## src/rtl/csel_pkg.sv

```systemverilog
package csel_pkg;
  localparam int unsigned DEF_BLK_W   = 4;
  localparam int unsigned DEF_NUM_BLK = 3;
endpackage

```

## src/rtl/csel_ripple.sv

```systemverilog
module csel_ripple #(
  parameter int unsigned W = 4
) (
  input  logic [W-1:0] a_i,
  input  logic [W-1:0] b_i,
  input  logic         c_i,
  output logic [W-1:0] s_o,
  output logic         c_o
);
  logic [W:0] c;
  assign c[0] = c_i;

  for (genvar i = 0; i < W; i++) begin : g_fa
    logic p;
    assign p      = a_i[i] ^ b_i[i];
    assign s_o[i] = p ^ c[i];
    assign c[i+1] = (a_i[i] & b_i[i]) | (p & c[i]);
  end

  assign c_o = c[W];
endmodule

```

## src/rtl/csel_select_blk.sv

```systemverilog
module csel_select_blk #(
  parameter int unsigned W = 4
) (
  input  logic [W-1:0] a_i,
  input  logic [W-1:0] b_i,
  input  logic         sel_i,
  output logic [W-1:0] s_o,
  output logic         c_o
);
  logic [W-1:0] s_z, s_o1;
  logic         c_z, c_o1;

  // speculative pair: carry-in tied to 0 and to 1
  csel_ripple #(.W(W)) u_rc_z (.a_i(a_i), .b_i(b_i), .c_i(1'b0), .s_o(s_z),  .c_o(c_z));
  csel_ripple #(.W(W)) u_rc_o (.a_i(a_i), .b_i(b_i), .c_i(1'b1), .s_o(s_o1), .c_o(c_o1));

  assign s_o = sel_i ? s_o1 : s_z;
  assign c_o = sel_i ? c_o1 : c_z;
endmodule

```

## src/rtl/csel_adder_top.sv

```systemverilog
module csel_adder_top
  import csel_pkg::*;
#(
  parameter int unsigned BLK_W   = DEF_BLK_W,
  parameter int unsigned NUM_BLK = DEF_NUM_BLK,
  localparam int unsigned W      = BLK_W * NUM_BLK
) (
  input  logic [W-1:0] a_i,
  input  logic [W-1:0] b_i,
  input  logic         cin_i,
  output logic [W-1:0] sum_o,
  output logic         cout_o
);
  // blk_carry[k] enters block k; blk_carry[NUM_BLK] leaves the top block
  logic [NUM_BLK:0] blk_carry;
  assign blk_carry[0] = cin_i;

  for (genvar k = 0; k < NUM_BLK; k++) begin : g_blk
    localparam int unsigned LO = k * BLK_W;
    if (k == 0) begin : g_base
      csel_ripple #(.W(BLK_W)) u_rc (
        .a_i (a_i[LO +: BLK_W]),
        .b_i (b_i[LO +: BLK_W]),
        .c_i (blk_carry[k]),
        .s_o (sum_o[LO +: BLK_W]),
        .c_o (blk_carry[k+1])
      );
    end else begin : g_sel
      csel_select_blk #(.W(BLK_W)) u_sb (
        .a_i   (a_i[LO +: BLK_W]),
        .b_i   (b_i[LO +: BLK_W]),
        .sel_i (blk_carry[k]),
        .s_o   (sum_o[LO +: BLK_W]),
        .c_o   (blk_carry[k+1])
      );
    end
  end

  assign cout_o = blk_carry[NUM_BLK];
endmodule

```

## config.mk

```make
export PLATFORM = sky130hd
export DESIGN_NAME = csel_adder_top
export DESIGN_NICKNAME = d
export VERILOG_FILES = /design/src/rtl/csel_pkg.sv /design/src/rtl/csel_ripple.sv /design/src/rtl/csel_select_blk.sv /design/src/rtl/csel_adder_top.sv
export SDC_FILE = /design/constraint.sdc
export NUM_CORES = 1
export LEC_CHECK = 0
export ABC_AREA = 1
export BUFFER_PORTS_ARGS = -buffer_cell sky130_fd_sc_hd__buf_2
export CAP_MARGIN = 10
export CORE_MARGIN = 2
export CORE_UTILIZATION = 48
export DETAILED_ROUTE_END_ITERATION = 6
export GPL_TIMING_DRIVEN = 0
export PLACE_DENSITY = 0.93
export SETUP_SLACK_MARGIN = 0.2
export SLEW_MARGIN = 20
export SYNTH_ARGS = -nofsm -noshare
export SYNTH_HDL_FRONTEND = slang
export SYNTH_HIERARCHICAL = 1
export SYNTH_SLANG_ARGS = --single-unit
export TNS_END_PERCENT = 5
```

## constraint.sdc

```tcl
create_clock -name vclk -period 4.15
set_input_delay 0.83 -clock vclk [all_inputs]
set_output_delay 0.83 -clock vclk [all_outputs]
set_load 0.01 [all_outputs]
```

# Word-level counts from Yosys, hierarchy flattened

Index checks and enable logic that the tools add are counted.

Word-level logic and storage cells: 80
Output and inout bits: 13
Register bits after elaboration: 0
Bits of input ports: 25

Mux-type cells: 4
Bitwise gates (word level): 76

Operator list:

| cell          | count |
|---|---|
| $and A1 B1 Y1 | 28 |
| $xor A1 B1 Y1 | 28 |
| $or A1 B1 Y1  | 18 |
| $mux W4       | 2 |
| $mux W1       | 2 |
| $not A1 Y1    | 2 |

# Longest topological paths before layout

Depth in word-level cells: 11
Gate-level depth with buffers: 14

# By module

The synthesis kept the hierarchy.

Modules (own cells, without submodules):

| module          | times used | area an instance (µm²) | cells an instance |
|---|---|---|---|
| csel_ripple     | 5          | 117.6                  | 14 |
| csel_select_blk | 2          | 67.6                   | 18 |

# Least setup slack after synthesis

Ideal clock, no wire load.

Kind: in2out
Start point: input port a_i[0]
End point: output port cout_o
Arrival: 2637 ps
Path buffers: 0
Path slack: 683 ps
Cell stages on the path: 14
Data required time: 3320 ps
Cells stage by stage: inv_1 fa_1 inv_1 fa_1 fa_1 inv_1 fa_1 inv_1 inv_2 nand2_1 nand2_1 inv_2 nand2_1 nand2_1

Word-level cells in the longest chain between the ends: 11
Elaborated cells on any way between the ends: 12
Those cells by class: mux (2); bitwise (10)

RTL lines:

| element            | line                  | text |
|---|---|---|
| start: declaration | csel_adder_top.sv:8   | `input logic [W-1:0] a_i,` |
| $xor A1 B1 Y1      | csel_ripple.sv:15     | `assign p = a_i[i] ^ b_i[i];` |
| $and A1 B1 Y1      | csel_ripple.sv:17     | `assign c[i+1] = (a_i[i] & b_i[i]) \| (p & c[i]);` |
| $or A1 B1 Y1 *     | csel_ripple.sv:17     |  |
| $and A1 B1 Y1 *    | csel_ripple.sv:17     |  |
| $or A1 B1 Y1 *     | csel_ripple.sv:17     |  |
| $and A1 B1 Y1 *    | csel_ripple.sv:17     |  |
| $or A1 B1 Y1 *     | csel_ripple.sv:17     |  |
| $and A1 B1 Y1 *    | csel_ripple.sv:17     |  |
| $or A1 B1 Y1 *     | csel_ripple.sv:17     |  |
| via blk_carry[1]   | csel_adder_top.sv:15  | `logic [NUM_BLK:0] blk_carry;` |
| $mux W1 *          | csel_select_blk.sv:18 | `assign c_o = sel_i ? c_o1 : c_z;` |
| via blk_carry[2]   | csel_adder_top.sv:15  |  |
| $mux W1 *          | csel_select_blk.sv:18 |  |
| end: declaration   | csel_adder_top.sv:12  | `output logic cout_o` |

The timed path passes the listed nets; every way through them passes the cells marked *.

# Final worst setup path

Ends and elaborated chain as after synthesis.

==> flow_summary.json <==
{
  "status": "completed",
  "die_y_um": 42.8,
  "antenna_found_initial": 0,
  "first_pass_iters": 2,
  "worstPathCellList": "buf_2 > inv_1 > fa_1 > inv_1 > fa_1 > fa_1 > inv_1 > fa_1 > inv_2 > inv_2 > nand2_1 > nand2_2 > inv_2 > nand2_1 > nand2_1 > buf_2",
  "hold_viol_final": 0,
  "synth_xor_area_share_pct": 0,
  "synth.cell_area_um2": 723,
  "ant_nets": 0,
  "ys_seq_area_share_pct": 0,
  "max_stage_delay_ps": 410,
  "coreArea_mm2": 0.00145,
  "fp.dieArea_mm2": 0.00183,
  "routed_wl_mm": 1.35,
  "min_from": "b_i[1]",
  "startpoint_type": "input port",
  "fin_util_pct": 64.4,
  "cp_top_family": "adder cells",
  "vias_per_cell": 4.19,
  "min_period_ps": 3760,
  "multi_input_area_um2": 531,
  "power_frac_seq_pct": 0,
  "die_x_um": 42.8,
  "fin_total_pwr_mw": 0.140,
  "nets": 191,
  "postSynthCellCount": 106,
  "clkPwrFrac_pct": 0,
  "criticalPathCategory": "input port to primary output",
  "synthSimpleGateAreaFrac_pct": 15.6,
  "power.density_mw_per_mm2": 149,
  "timing.hold.ws_ps": 2010,
  "synth_nets": 151,
  "vias": 671,
  "crit_path_top_delay_cell": "fa_1",
  "worstPathRequired_ps": 3320,
  "track_usage_pct": 16.7,
  "drt_iter0_markers": 3,
  "drc": 0,
  "nClkBuffers": 0,
  "grt_pass1_vias": 693,
  "setup_tns_ps": 0,
  "worst-path-buf-inv": 8,
  "synth_mux_area_share_pct": 0,
  "nFillCells": 140,
  "drive_above_1_share_pct": 29.2,
  "crit_top_cell": "fa_1",
  "pwr-share-comb_pct": 100.0,
  "wl_per_cell_um": 8.43,
  "power_switching_mw": 0.0802,
  "seq_cells": 0,
  "hold_class": "input port to primary output",
  "grt_setup_unrepaired": "false",
  "end_kind": "primary output",
  "numPortBuffers": 38,
  "dp_hpwl_mm": 1.32,
  "synthAdderAreaFrac_pct": 55.4,
  "diodes": 0,
  "syn2layout_area_growth_pct": 29.4,
  "ir_drop_mv": 0.0690,
  "initial_core_util_pct": 49.7,
  "p_int_mw": 0.0594,
  "setup_viol": 0,
  "syn_avg_cell_area_um2": 6.82,
  "swShare_pct": 57.5,
  "layout_setup_ws_ps": 387,
  "seq_area_um2": 0,
  "row_count": 14,
  "p_leak_nw": 0.671,
  "synth_cell_types": 5,
  "synth_top_family_by_area": "adder cells",
  "grt_pass1_wl_mm": 2.44,
  "drv_cap": 0,
  "cp_max_fo": 6,
  "period_share_pct": 90.7,
  "slew_viol_final": 0,
  "io_pins": 38,
  "grt_max_degree": 7,
  "startpoint": "a_i[0]",
  "hold_buffers": 0,
  "cts_setup_buffers": 0,
  "gp_congestion": 0.642,
  "pre_cts_ws_ps": 226,
  "synth_compound_area_share_pct": 0,
  "clock.fmax_ghz": 0.266,
  "grt_overflow_total": 0,
  "arrival_ps": 2930,
  "yosys_warnings": 6
}
==> layout make-up <==
class / instances / area share [%]
Timing Repair Buffer: 38 / 20.3
Multi-Input combinational cell: 54 / 56.7
Inverter: 52 / 20.9
Tap cell: 16 / 2.14
==> layout by cell type, fill, tap and decap left out, drive strengths merged <==
cell   Yosys  routed
nand2     30      30
inv       52      52
fa        20      20
conb       4       4
buf        0      38
==> timing repair <==
| item | 4_1_cts | 5_1_grt |
|---|---|---|
| gates resized for setup | 0 | 2 |
| hold endpoints to repair | 0 | 0 |
| endpoints found under the setup margin | 0 | 5 |
==> tightest hold or removal path: cells and delay by family <==
family	cells	cell delay [ps]
adders and majority gates	1	140
buffers and inverters	2	210
==> kinds of logic after synthesis <==
group                    Yosys count
buffers and inverters             52
AND/OR/NAND/NOR                   30
adder cells (fa/ha/maj)           20
other                              4
==> through the flow <==
stage               std cells  area (um2)
floorplan                 106         723
global placement          160         933
detailed placement        160         933
CTS                       160         933
global route              160         936
finish                    160         936
==> cells in the mapped netlist <==
cell type  instances  area, um2
nand2_1           30        113
inv_2              2       7.51
fa_1              20        400
inv_1             50        188
conb_1             4       15.0
==> power groups by stage <==
stage	sequential [mW]	combinational, mW	clock [mW]
6_report	0	0.140	0
3_5_place_dp	0	0.141	0
5_1_grt	0	0.164	0
4_1_cts	0	0.142	0
2_1_floorplan	0	0.0858	0
3_3_place_gp	0	0.133	0
==> path summary, 6_finish.rpt <==
| kind | cells after the start | endpoint | slack [ps] |
|---|---|---|---|
| setup / recovery | 16 | cout_o | 390 |
| hold / removal | 3 | sum_o[1] | 2010 |
==> metal layers <==
metal	up-vias	global-route usage, %	share of wire (%)
li1	336	-	-
met1	313	16.0	32
met2	22	38.2	61
met3	0	1.28	7.2
met4	0	0	0
met5	-	0	0
(Power assumes the default switching activity.)
